--- config.mk ---
export PLATFORM = sky130hd
export DESIGN_NAME = dac_mute_ramper
export DESIGN_NICKNAME = d
export VERILOG_FILES = /design/src/rtl/dmr_pkg.sv /design/src/rtl/dmr_gain_route.sv /design/src/rtl/dmr_ramp_ctrl.sv /design/src/rtl/dmr_floor_apply.sv /design/src/rtl/dac_mute_ramper.sv
export SDC_FILE = /design/constraint.sdc
export NUM_CORES = 1
export LEC_CHECK = 0
export BUFFER_PORTS_ARGS = -buffer_cell sky130_fd_sc_hd__buf_4
export CAP_MARGIN = 10
export CORE_MARGIN = 2
export CORE_UTILIZATION = 45
export DETAILED_ROUTE_END_ITERATION = 12
export GPL_ROUTABILITY_DRIVEN = 0
export PLACE_DENSITY = 0.69
export SLEW_MARGIN = 40
export SYNTH_ARGS = -nofsm -noshare
export SYNTH_HDL_FRONTEND = slang
export SYNTH_SLANG_ARGS = --single-unit
--- constraint.sdc ---
create_clock -name clk -period 2.2 [get_ports clk]
set_clock_uncertainty 0.2 [all_clocks]
set_input_delay 0.11 -clock clk [delete_from_list [all_inputs] [get_ports clk]]
set_output_delay 0.11 -clock clk [all_outputs]
set_load 0.05 [all_outputs]
--- src/rtl/dmr_pkg.sv ---
package dmr_pkg;

   // Ramp direction follows the mute control.
   typedef enum logic {
      RAMP_RISE = 1'b0,
      RAMP_FALL = 1'b1
   } ramp_dir_e;

   // Completion events of a ramp.
   typedef struct packed {
      logic down;
      logic up;
   } ramp_evt_t;

endpackage

--- src/rtl/dmr_gain_route.sv ---
module dmr_gain_route #(
   parameter int GAIN_W  = 5,
   parameter bit LINK_EN = 1'b1
) (
   input  logic [GAIN_W-1:0] reg_l,
   input  logic [GAIN_W-1:0] reg_r,
   input  logic              link,
   output logic [GAIN_W-1:0] tgt_l,
   output logic [GAIN_W-1:0] tgt_r
);

   // Registers drive the opposite channel.
   assign tgt_r = reg_l;

   generate
      if (LINK_EN) begin : g_link
         assign tgt_l = link ? reg_l : reg_r;
      end else begin : g_nolink
         logic unused_link;
         assign unused_link = link;
         assign tgt_l = reg_r;
      end
   endgenerate

endmodule

--- src/rtl/dmr_ramp_ctrl.sv ---
module dmr_ramp_ctrl
   import dmr_pkg::*;
#(
   parameter int GAIN_W = 5
) (
   input  logic              clk,
   input  logic              rst_n,
   input  logic              mute,
   input  logic              standby,
   input  logic              tick,
   output logic [GAIN_W-1:0] level,
   output ramp_evt_t         evt
);

   localparam logic [GAIN_W-1:0] FULL = {GAIN_W{1'b1}};
   localparam logic [GAIN_W-1:0] ZERO = '0;

   ramp_dir_e         dir;
   logic              mute_q;
   logic              busy;
   logic              toggled;
   logic [GAIN_W-1:0] end_lvl;
   logic              at_end;

   assign dir     = mute ? RAMP_FALL : RAMP_RISE;
   assign toggled = mute ^ mute_q;
   assign end_lvl = (dir == RAMP_FALL) ? FULL : ZERO;
   assign at_end  = (level == end_lvl);

   always_ff @(posedge clk) begin
      if (!rst_n) begin
         mute_q <= 1'b0;
         busy   <= 1'b0;
         level  <= ZERO;
         evt    <= '0;
      end else begin
         mute_q <= mute;
         evt    <= '0;
         if (standby) begin
            level <= end_lvl;
            busy  <= 1'b0;
         end else begin
            if (toggled) begin
               busy <= 1'b1;
            end else if (busy && at_end) begin
               busy     <= 1'b0;
               evt.down <= (dir == RAMP_FALL);
               evt.up   <= (dir == RAMP_RISE);
            end
            if (tick && !at_end) begin
               if (dir == RAMP_FALL) level <= level + 1'b1;
               else                  level <= level - 1'b1;
            end
         end
      end
   end


   level_hold_chk: assert property (@(posedge clk) disable iff (!rst_n)
      (!$past(standby) && !$past(tick)) |-> (level == $past(level)));


   single_step_chk: assert property (@(posedge clk) disable iff (!rst_n)
      !$past(standby) |-> ((level == $past(level)) ||
                           (level == $past(level) + 1'b1) ||
                           (level == $past(level) - 1'b1)));


   standby_quiet_chk: assert property (@(posedge clk) disable iff (!rst_n)
      $past(standby) |-> (evt == '0));


   down_full_chk: assert property (@(posedge clk) disable iff (!rst_n)
      evt.down |-> (level == FULL));


   up_zero_chk: assert property (@(posedge clk) disable iff (!rst_n)
      evt.up |-> (level == ZERO));


   evt_single_chk: assert property (@(posedge clk) disable iff (!rst_n)
      (evt != '0) |=> (evt == '0));

endmodule

--- src/rtl/dmr_floor_apply.sv ---
module dmr_floor_apply #(
   parameter int GAIN_W = 5,
   parameter int NCH    = 2
) (
   input  logic [NCH-1:0][GAIN_W-1:0] tgt,
   input  logic [GAIN_W-1:0]          level,
   output logic [NCH-1:0][GAIN_W-1:0] att
);

   localparam logic [GAIN_W-1:0] FULL = {GAIN_W{1'b1}};

   generate
      for (genvar c = 0; c < NCH; c++) begin : g_ch
         assign att[c] = (tgt[c] > level) ? tgt[c] : level;


         always_comb begin
            mute_floor_chk: assert (level != FULL || att[c] == FULL);
         end
      end
   endgenerate

endmodule

--- src/rtl/dac_mute_ramper.sv ---
module dac_mute_ramper
   import dmr_pkg::*;
#(
   parameter int GAIN_W  = 5,
   parameter bit LINK_EN = 1'b1
) (
   input  logic              clk,
   input  logic              rst_n,
   input  logic              dac_mute,
   input  logic              dac_standby,
   input  logic [GAIN_W-1:0] gain_lreg,
   input  logic [GAIN_W-1:0] gain_rreg,
   input  logic              gain_link,
   input  logic              step_tick,
   output logic [GAIN_W-1:0] att_left,
   output logic [GAIN_W-1:0] att_right,
   output logic              ramp_down_done,
   output logic              ramp_up_done
);

   localparam int NCH = 2;
   localparam int CH_L = 0;
   localparam int CH_R = 1;

   generate
      if (GAIN_W < 2 || GAIN_W > 8) begin : g_bad_width
         $error("dac_mute_ramper: GAIN_W must lie in 2..8");
      end
   endgenerate

   logic [GAIN_W-1:0]          tgt_l;
   logic [GAIN_W-1:0]          tgt_r;
   logic [GAIN_W-1:0]          level;
   ramp_evt_t                  evt;
   logic [NCH-1:0][GAIN_W-1:0] tgt_vec;
   logic [NCH-1:0][GAIN_W-1:0] att_vec;

   dmr_gain_route #(.GAIN_W(GAIN_W), .LINK_EN(LINK_EN)) u_route (
      .reg_l (gain_lreg),
      .reg_r (gain_rreg),
      .link  (gain_link),
      .tgt_l (tgt_l),
      .tgt_r (tgt_r)
   );

   dmr_ramp_ctrl #(.GAIN_W(GAIN_W)) u_ramp (
      .clk     (clk),
      .rst_n   (rst_n),
      .mute    (dac_mute),
      .standby (dac_standby),
      .tick    (step_tick),
      .level   (level),
      .evt     (evt)
   );

   assign tgt_vec[CH_L] = tgt_l;
   assign tgt_vec[CH_R] = tgt_r;

   dmr_floor_apply #(.GAIN_W(GAIN_W), .NCH(NCH)) u_floor (
      .tgt   (tgt_vec),
      .level (level),
      .att   (att_vec)
   );

   assign att_left       = att_vec[CH_L];
   assign att_right      = att_vec[CH_R];
   assign ramp_down_done = evt.down;
   assign ramp_up_done   = evt.up;


   done_excl_chk: assert property (@(posedge clk) disable iff (!rst_n)
      !(ramp_down_done && ramp_up_done));


   down_silent_chk: assert property (@(posedge clk) disable iff (!rst_n)
      ramp_down_done |-> (att_left == {GAIN_W{1'b1}} && att_right == {GAIN_W{1'b1}}));

endmodule

==> summary.txt, run 1 <==
Worst hold path
  • Hold WC Path Type: in2reg

Synthesis
  • Synth area leader: dfxtp_1
  • Cells after Synth: roughly 110
  • Synth area leaders: dfxtp_1, ha_1, mux2_2
  • Post-synth EDFFs: 0
  • Yosys reg bits: 9
  • Share of the synthesized area in the top cell type: 19.8%
  • Post-synth top flop: dfxtp_1
  • Synthesized Nets: roughly 140
  • Commonest cells post-synth: ha_1, mux2_2
  • Mapped Area: 911 um2
  • Post-synth ARST share: 0%
  • Post-synthesis sequential area ratio: around 20%
  • Mean Syn Cell Area: 8.67 um2
  • Yosys cell types: 28
  • Yosys warning count: 0

Clock network
  • Clock latency on the worst-skew pair: approximately 0.25 ns
  • Clock-pin slew on the worst setup and hold paths: 0.06 ns
  • Total CTS buffers: 3
  • Clk sinks: 9
  • Clk buf depth: 2
  • CTS tree: yes
  • CTS root buffer: clkbuf_4
  • H-Tree Depth: 1

Detailed routing
  • Vias per inst: between 5 and 6
  • DR vias: about 940
  • DRT iter0 DRCs: 13
  • Routed WL per cell: between 10 and 15 um
  • Total iterations of the first detailed-routing run: 3
  • Drt drc: 0
  • Final ANT Viol Nets: 0
  • Routed WL: roughly 2500 um

Critical path
  • CP startpoint kind: register
  • CP endpoint kind: primary output
  • Crit Path Max Fanout: 4
  • Classification of the worst setup path: reg2out
  • WP data arrival: between 2 and 2.5 ns
  • CP required: about 1.9 ns

Timing
  • Final Slew Violations: 0
  • Min Tclk post-route: between 2 and 2.5 ns
  • Worst hold margin: 0.103 ns
  • Max transition margin: around 77%
  • Final period utilization: 106%
  • Setup violators final: 10
  • Setup tns final: -0.853 ns
  • Final Hold Vio Count: 0
  • RSZ-0062 raised after global routing: yes
  • Maximum operating frequency: approximately 430 MHz
  • Final worst slack: -0.128 ns
  • Worst Tran Pin Value: between 0.3 and 0.4 ns

Final layout
  • Area of the multi-input gates: slightly below 800 um2
  • # fillers: 140
  • N_diodes: 0
  • Sequential cell area: roughly 190 um2
  • Final design utilization: slightly below 80%
  • Synth-to-Final Area Change: 64.4%
  • Fin nets: between 150 and 200
  • Layout cell share with drive strength beyond 1: between 40% and 50%

Floorplan
  • Die height: 49.0 um
  • CORE AREA: between 1500 and 2000 um2
  • Site Rows: 16
  • Starting Density: approximately 47%
  • Die X: slightly below 50 um
  • I/O pin count: 28
  • Die Area: roughly 2400 um2

Power and ir drop
  • Leak pwr: a little under 0.7 nW
  • Int Pwr: ~0.56 mW
  • Logic pwr share: slightly below 70%
  • Sw Pwr: ~0.4 mW
  • Clock power frac: between 10% and 20%
  • Sequential cell fraction of total power: about 20%
  • Worst VDD drop: 0.000501 V
  • Pwr/cell area: 639 nW/um2
  • Switching share of power: between 40% and 50%

GRT
  • Vias in the first global route: 958
  • First-pass GRT wire length: roughly 4300 um
  • Largest net degree at the start of global routing: 13
  • Grt total ovfl: 0
  • Initial antenna violation count: 0
  • Global Route Usage Sum: 23.4%

Status
  • Outcome: finished, violations left
  • Failing checks: setup timing

Placement
  • Post-DP HPWL: about 1800 um
  • Dpl ws: -0.206 ns
  • Port-buffer cells: 27

Flow run
  • Max-cap violations: 0
-- cell usage in the layout, fill, tap and decap left out, types with 4 or more instances in the layout --
cell type and n:
nor2_1 9, mux2_4 8, ha_1 11, mux2_2 5, dfxtp_1 5, buf_8 8
buf_4 26, nand3_1 4, mux2i_1 4, dlygate4sd3_1 6, dfxtp_2 4, inv_1 8
a21oi_1 7, buf_6 4
-- worst paths after layout --
check	cells past startpoint	slack, ns	startpoint	endpoint
max reg2reg	8	0.18	u_ramp.level[1]$_SDFFE_PN0P_	u_ramp.level[4]$_SDFFE_PN0P_
max	9	-0.13	u_ramp.level[1]$_SDFFE_PN0P_	att_right[4]
min reg2reg	1	0.27	u_ramp.mute_q$_SDFF_PN0_	u_ramp.evt[0]$_SDFF_PP0_
min	4	0.10	dac_mute	u_ramp.busy$_SDFFE_PP0P_
-- final cells by class --
class                      count  share of cell area, %
clock buffer                   4                   1.75
inverter                       9                   2.42
sequential                     9                   12.4
tap                           27                   2.26
multi-input combinational     86                   53.1
timing repair buffer          44                   28.1
-- metal layers --
| layer | wire length [um] | vias up | global-route usage, % | share of wire (%) |
|---|---|---|---|---|
| met3 | 80 | 2 | 3.07 | 3.2 |
| met1 | 1070 | 439 | 26.7 | 42 |
| li1 | - | 471 | - | - |
| met2 | 1360 | 24 | 45.2 | 54 |
| met5 | 0 | - | 0 | 0 |
| met4 | 19 | 0 | 6.19 | 0.75 |
-- metrics by stage --
step / cells / total power [mW] / instance area [um2]
2_1_floorplan: 105 / 0.547 / 943
3_3_place_gp: 166 / 0.680 / 1240
3_5_place_dp: 166 / 0.691 / 1240
4_1_cts: 179 / 0.952 / 1490
5_1_grt: 179 / 1.01 / 1500
6_report: 179 / 0.957 / 1500
-- registers in the layout, summed over array words and instances (netlist names) --
| signal | cells |
|---|---|
| u_ramp.mute_q | 1 |
| u_ramp.level | 5 |
| u_ramp.evt | 2 |
| u_ramp.busy | 1 |
-- critical path: stages (launching register included) --
cell and delay [ns]:
dfxtp_2 0.35, inv_4 0.06, ha_4 0.25, nor2b_1 0.12, o21a_1 0.15, o21ai_2 0.06, a21oi_2 0.16, buf_6 0.15
mux2_4 0.31, buf_8 0.15
-- power by group through the flow --
stage | Clock, mW | Sequential (mW) | Combinational (mW)
2_1_floorplan | 0 | 0.188 | 0.359
3_3_place_gp | 0 | 0.190 | 0.490
3_5_place_dp | 0 | 0.190 | 0.501
4_1_cts | 0.125 | 0.189 | 0.637
5_1_grt | 0.136 | 0.191 | 0.685
6_report | 0.123 | 0.189 | 0.645
-- cell families (layout without fill, tap and decap cells) --
logic type                 count (synthesis)  after routing  share of synthesized area (%)
DFF                                        9              9                           19.8
AOI/OAI and AO/OA                         21             21                           13.7
and+or+nand+nor                           28             28                           15.8
xor gates and xnor gates                   4              4                           3.85
adders and majority gates                 14             14                           20.1
muxes                                     19             19                           22.7
buffers and inverters                     10             57                           4.12
-- repair_timing --
action	in CTS	in global routing
setup buffers	3	0
hold buffers	6	0
setup endpoints to repair	10	10
endpoints found under the hold margin	7	0
gates resized for setup	40	1
pin swaps	6	7
Note: power is estimated with default switching activity, not from simulation.
==> inputs of run 2 (changes only) <==
--- a/config.mk
+++ b/config.mk
@@ -11,7 +11,7 @@
 export CORE_UTILIZATION = 45
 export DETAILED_ROUTE_END_ITERATION = 12
 export GPL_ROUTABILITY_DRIVEN = 0
-export PLACE_DENSITY = 0.69
+export PLACE_DENSITY = 0.72
 export SLEW_MARGIN = 40
 export SYNTH_ARGS = -nofsm -noshare
 export SYNTH_HDL_FRONTEND = slang
==> constraint.sdc (replaced) <==
create_clock -name clk -period 2.05 [get_ports clk]
set_clock_uncertainty 0.2 [all_clocks]
set_input_delay 0.1025 -clock clk [delete_from_list [all_inputs] [get_ports clk]]
set_output_delay 0.1025 -clock clk [all_outputs]
set_load 0.05 [all_outputs]
==> run 2 against run 1 <==
Net effect:
- the run still ends with setup timing left
- clock-buffer cell count stayed put
- global-route usage is 2.5 points higher
- wire length is 24% higher
- hold slack worse by 0.088 ns
- via count is 8.4% higher
- first-iteration DRC count is 38% lower
- sequential cell count stayed put
- clock power is 14% higher
- register-to-register slack worse by 0.09 ns
- largest cell class unchanged
- largest power group unchanged
==> summary.txt, run 2 (synthesized netlist as in run 1, its figures left out) <==
Status
  • Outcome: finished, violations left
  • Failing checks: setup timing

Power and ir drop
  • Leak pwr: roughly 0.74 nW
  • Worst VDD drop: about 0.00060 V
  • Pwr/cell area: 691 nW/um2

Timing
  • Maximum operating frequency: 419 MHz
  • Setup tns final: -3.04 ns
  • Final period utilization: 117%
  • Final worst slack: -0.339 ns
  • Worst Tran Pin Value: between 0.2 and 0.3 ns
  • Min Tclk post-route: approximately 2.4 ns
  • Max transition margin: about four fifths
  • Final Slew Violations: 0
  • Setup violators final: 10
  • RSZ-0062 raised after global routing: yes
  • Final Hold Vio Count: 0

Clock network
  • Clk buf depth: 2
  • Clk sinks: 9
  • Clock latency on the worst-skew pair: 0.26 ns
  • CTS tree: yes
  • Total CTS buffers: 3
  • CTS root buffer: clkbuf_4
  • Clock-pin slew on the worst setup and hold paths: about 0.07 ns
  • H-Tree Depth: 1

Critical path
  • CP startpoint kind: register
  • Reg-to-Reg End: u_ramp.level[1]$_SDFFE_PN0P_
  • Worst R2R Path Depth: 7
  • CP endpoint kind: primary output
  • Classification of the worst setup path: reg2out
  • WP data arrival: between 2 and 2.5 ns
  • Worst r2r src: u_ramp.level[1]$_SDFFE_PN0P_
  • CP required: 1.75 ns
  • Reg2Reg Setup Slack: around 0.090 ns
  • Crit Path Max Fanout: 4

Detailed routing
  • DR vias: approximately 1,000
  • DRT iter0 DRCs: 8
  • Routed WL: 3130 um
  • Total iterations of the first detailed-routing run: 4
  • Routed WL per cell: between 15 and 20 um
  • Final ANT Viol Nets: 0
  • Drt drc: 0
  • Vias per inst: 5.46

Final layout
  • Most common cell after layout, fill and taps aside: buf_4
  • N_diodes: 0
  • Sequential cell area: between 150 and 200 um2
  • Fin nets: 190
  • Layout cell share with drive strength beyond 1: between 50% and 60%
  • Most frequent cells in the layout: buf_4, ha_1, nor2_1
  • Regs by FF count: u_ramp.level (5), u_ramp.evt (2)
  • Final design utilization: between 80% and 90%
  • Area of the multi-input gates: 837 um2
  • Flip-flop count of the largest register after layout: 5
  • Synth-to-Final Area Change: 72.0%
  • Most flops, register: u_ramp.level
  • # fillers: around 130

GRT
  • Largest net degree at the start of global routing: 12
  • Global Route Usage Sum: 25.9%
  • First-pass GRT wire length: approximately 4700 um
  • Initial antenna violation count: 0
  • Grt total ovfl: 0
  • Vias in the first global route: a little over 1,000

Floorplan
  • CORE AREA: 1940 um2
  • Site Rows: 16
  • I/O pin count: 28
  • Die height: between 40 and 50 um
  • Starting Density: 46.9%
  • Die Area: between 2000 and 2500 um2
  • Die X: 49.0 um

Worst hold path
  • Hold Crit Start: dac_mute
  • Hold endpoint: u_ramp.evt[0]$_SDFF_PP0_
  • Hold WC Path Type: in2reg
  • Worst hold stages: 3

Placement
  • Port-buffer cells: 27
  • Post-DP HPWL: about 2100 um

Flow run
  • Max-cap violations: 0
## run 2: cell count changes in the layout (fill, tap and decap cells not counted), moves of 2 or more
| cell | delta |
|---|---|
| buf_4 | +10 |
| buf_6 | +4 |
| buf_8 | -4 |
| dfxtp_1 | +2 |
| dfxtp_2 | -2 |
| dlygate4sd3_1 | -3 |
## run 2: through the flow
stage	setup slack [ns]	cell area, um2	cells	hold slack [ns]	total power [mW]
global route	-0.410	1570	186	0.0283	1.13
finish	-0.339	1570	186	0.0146	1.08
global placement	-0.287	1310	176	0.149	0.756
CTS	-0.286	1520	185	0.0179	1.04
detailed placement	-0.410	1310	176	0.152	0.776
floorplan	-0.0521	945	105	0.0298	0.589
## run 2: worst max path at each step
stage                     slack, ns  depth (start not counted)            to                          from
after floorplan               -0.05                          7   att_left[1]                     gain_link
after global placement        -0.29                          9   att_left[1]                     gain_link
after detailed placement      -0.41                          9   att_left[1]                     gain_link
after CTS                     -0.29                          9   att_left[4]  u_ramp.level[1]$_SDFFE_PN0P_
after global routing          -0.41                          9  att_right[0]  u_ramp.level[1]$_SDFFE_PN0P_
final                         -0.34                          9   att_left[3]  u_ramp.level[1]$_SDFFE_PN0P_
## run 2: metal layers
metal / global-route usage, % / routed length (um) / vias up
li1: - / - / 486
met1: 24.9 / 1190 / 485
met2: 53.4 / 1750 / 36
met3: 6.44 / 131 / 8
met4: 6.67 / 60 / 0
met5: 0 / 0 / -
## run 2: area by class of cell
cell class	count	share of cell area, %
multi-input combinational	86	53.4
clock buffer	4	1.68
tap	27	2.16
inverter	9	2.32
sequential	9	11.7
timing repair buffer	51	28.8
## run 2: critical path: stages (launching register included)
cell and delay, ns:
dfxtp_2 0.35, inv_4 0.06, ha_4 0.27, nor2b_4 0.14
o21a_1 0.14, o21ai_2 0.08, a21oi_2 0.16, buf_6 0.16
mux2_4 0.32, buf_8 0.15
## run 2: repair_timing
action,4_1_cts,5_1_grt
buffers inserted,2,1
pin swaps,4,10
resized for setup,33,8
endpoints found under the hold margin,5,0
hold buffers,3,0
setup endpoints to repair,11,14
## run 2: power by group
group / total, mW / internal, mW / switching (mW)
Sequential: 0.199 / 0.188 / 0.0106
Clock: 0.140 / 0.0751 / 0.0652
Combinational: 0.744 / 0.358 / 0.386
Total: 1.08 / 0.621 / 0.462
==> inputs of run 3 (changes only) <==
--- a/config.mk
+++ b/config.mk
@@ -5,10 +5,12 @@
 export SDC_FILE = /design/constraint.sdc
 export NUM_CORES = 1
 export LEC_CHECK = 0
+export ABC_CLOCK_PERIOD_IN_PS = 2050
 export BUFFER_PORTS_ARGS = -buffer_cell sky130_fd_sc_hd__buf_4
 export CAP_MARGIN = 10
 export CORE_MARGIN = 2
 export CORE_UTILIZATION = 45
+export CTS_BUF_LIST = sky130_fd_sc_hd__clkbuf_2 sky130_fd_sc_hd__clkbuf_4 sky130_fd_sc_hd__clkbuf_8
 export DETAILED_ROUTE_END_ITERATION = 12
 export GPL_ROUTABILITY_DRIVEN = 0
 export PLACE_DENSITY = 0.72
==> run 3 against run 2 <==
Net effect:
- the flow still finishes with violations (setup timing)
- non-clock buffer count unchanged
- worst setup slack improved by 0.0053 ns
- sequential share of layout area about the same
- total power rose by 0.82%
- register-to-register slack about the same
- combinational power fell by 0.5%
- global-route usage down 0.20 points
- cell count did not move
- first-iteration DRC count fell by 13%
- hold slack worse by 0.0017 ns
- maximum frequency rose by 0.22%
- final area down 0.24%
- critical path type unchanged
- largest power group unchanged
==> summary.txt, run 3 (synthesized netlist as in run 1, its figures left out) <==
Placement
  • Port-buffer cells: 27
  • Post-DP HPWL: 2110 um
  • DP Area: approximately 1300 um2

Critical path
  • Slowest cell on crit path: dfxtp_2
  • Reg-to-Reg End: u_ramp.level[1]$_SDFFE_PN0P_
  • CP startpoint kind: register
  • WP data arrival: 2.08 ns
  • Crit path capture: att_left[3]
  • Crit. Startpoint: u_ramp.level[1]$_SDFFE_PN0P_
  • Reg2Reg Setup Slack: 0.08 ns
  • Crit Path Max Fanout: 4
  • CP required: roughly 1.8 ns
  • CP Cell Sequence: inv_4 -> ha_4 -> nor2b_4 -> o21a_1 -> o21ai_2 -> a21oi_2 -> buf_6 -> mux2_4 -> buf_8
  • Worst R2R Path Depth: 7
  • Classification of the worst setup path: reg2out
  • Critical Path Max Stage Delay: about 0.35 ns
  • Worst r2r src: u_ramp.level[1]$_SDFFE_PN0P_
  • CP endpoint kind: primary output

Final layout
  • Layout cell share with drive strength beyond 1: about 52%
  • Most flops, register: u_ramp.level
  • Fin nets: 190
  • N_diodes: 0
  • Design Area, Final: 1560 um2
  • Synth-to-Final Area Change: 71.6%
  • Regs by FF count: u_ramp.level (5), u_ramp.evt (2)
  • # fillers: ~130
  • Most frequent cells in the layout: buf_4, ha_1, nor2_1
  • Most common cell after layout, fill and taps aside: buf_4
  • Flip-flop count of the largest register after layout: 5

Detailed routing
  • Total iterations of the first detailed-routing run: 4
  • Final ANT Viol Nets: 0
  • Vias per inst: about 5.4
  • DRT iter0 DRCs: 7
  • DR vias: a little over 1,000
  • Drt drc: 0
  • Routed WL per cell: 16.6 um
  • Routed WL: around 3100 um

Power and ir drop
  • Leak pwr: 0.732 nW
  • Pwr/cell area: 699 nW/um2
  • Worst VDD drop: ~0.0006 V
  • Total power: about 1.1 mW

Floorplan
  • Die Area: around 2400 um2
  • Starting Density: 46.9%
  • Die height: between 40 and 50 um
  • Site Rows: 16
  • Die X: approximately 49 um
  • CORE AREA: a little under 2000 um2
  • I/O pin count: 28

Flow run
  • Max-cap violations: 0

Timing
  • Final Hold Vio Count: 0
  • Worst Tran Pin Value: between 0.2 and 0.3 ns
  • Final worst slack: -0.334 ns
  • Setup violators final: 10
  • Maximum operating frequency: approximately 420 MHz
  • Final Slew Violations: 0
  • Final period utilization: 116%
  • Max transition margin: around four fifths
  • Min Tclk post-route: 2.38 ns
  • Worst hold margin: roughly 0.013 ns
  • RSZ-0062 raised after global routing: yes

GRT
  • First-pass GRT wire length: approximately 4600 um
  • Grt total ovfl: 0
  • Largest net degree at the start of global routing: 12
  • Vias in the first global route: between 1,000 and 1,500
  • Global Route Usage Sum: 25.7%
  • Initial antenna violation count: 0

Status
  • Failing checks: setup timing
  • Outcome: finished, violations left

Clock network
  • Clock-pin slew on the worst setup and hold paths: ~0.07 ns
  • CTS root buffer: clkbuf_4
  • Clock latency on the worst-skew pair: ~0.26 ns
  • Total CTS buffers: 3
  • CTS tree: yes
  • Clk buf depth: 2
  • Clk sinks: 9
  • H-Tree Depth: 1

Worst hold path
  • Worst hold stages: 3
  • Hold WC Path Type: in2reg
run 3: cell counts in the layout (fill, tap and decap cells not counted):
No cell type changed its count.
run 3: layer usage:
metal	wire length, um	up-vias	GRT usage [%]	share of wire [%]
li1	-	485	-	-
met1	1140	474	24.7	37
met2	1740	41	53.2	56
met3	141	10	6.13	4.6
met4	72	0	6.67	2.3
met5	0	-	0	0
run 3: final cells by class:
type / count / area (um2) / share of cell area, %
repair buffers: 51 / 450 / 28.8
flip-flops and latches: 9 / 183 / 11.7
multi-input cells: 86 / 830 / 53.1
clock buffers: 4 / 30.0 / 1.92
well taps: 27 / 33.8 / 2.16
inverters: 9 / 36.3 / 2.32
run 3: how the worst min path moves through the flow:
stage                         from  slack [ns]                  endpoint
after floorplan              rst_n        0.03  u_ramp.mute_q$_SDFF_PN0_
after global placement       rst_n        0.15  u_ramp.mute_q$_SDFF_PN0_
after detailed placement     rst_n        0.15  u_ramp.mute_q$_SDFF_PN0_
after CTS                 dac_mute        0.02  u_ramp.evt[0]$_SDFF_PP0_
after global routing      dac_mute        0.02  u_ramp.evt[0]$_SDFF_PP0_
final                     dac_mute        0.01  u_ramp.evt[0]$_SDFF_PP0_
run 3: per-stage QoR:
step	instances	setup TNS, ns	setup slack, ns	util [%]
after global placement	176	-1.46	-0.287	67.6
final	186	-2.98	-0.334	80.5
after global routing	186	-3.59	-0.410	80.5
after floorplan	105	-0.259	-0.0521	-
after CTS	185	-2.61	-0.286	78.7
after detailed placement	176	-2.18	-0.410	67.6
run 3: what timing repair did:
item,4_1_cts,5_1_grt
pin swaps,4,10
hold buffers,3,0
endpoints found under the hold margin,5,0
setup buffers,2,1
setup endpoints to repair,11,14
gates resized for setup,33,7
run 3: power breakdown:
group	switching [mW]	internal, mW
logic	0.384	0.356
clock network	0.0659	0.0883
registers	0.0103	0.188
run 3: worst max-delay path, delay by kind of cell, from the launching register on:
family	cells	cell delay (ns)
AO/OA/AOI/OAI	3	0.39
buffers and inverters	3	0.37
flip-flops	1	0.35
multiplexers	1	0.32
adder cells (fa/ha/maj)	1	0.27
AND/OR/NAND/NOR	1	0.14
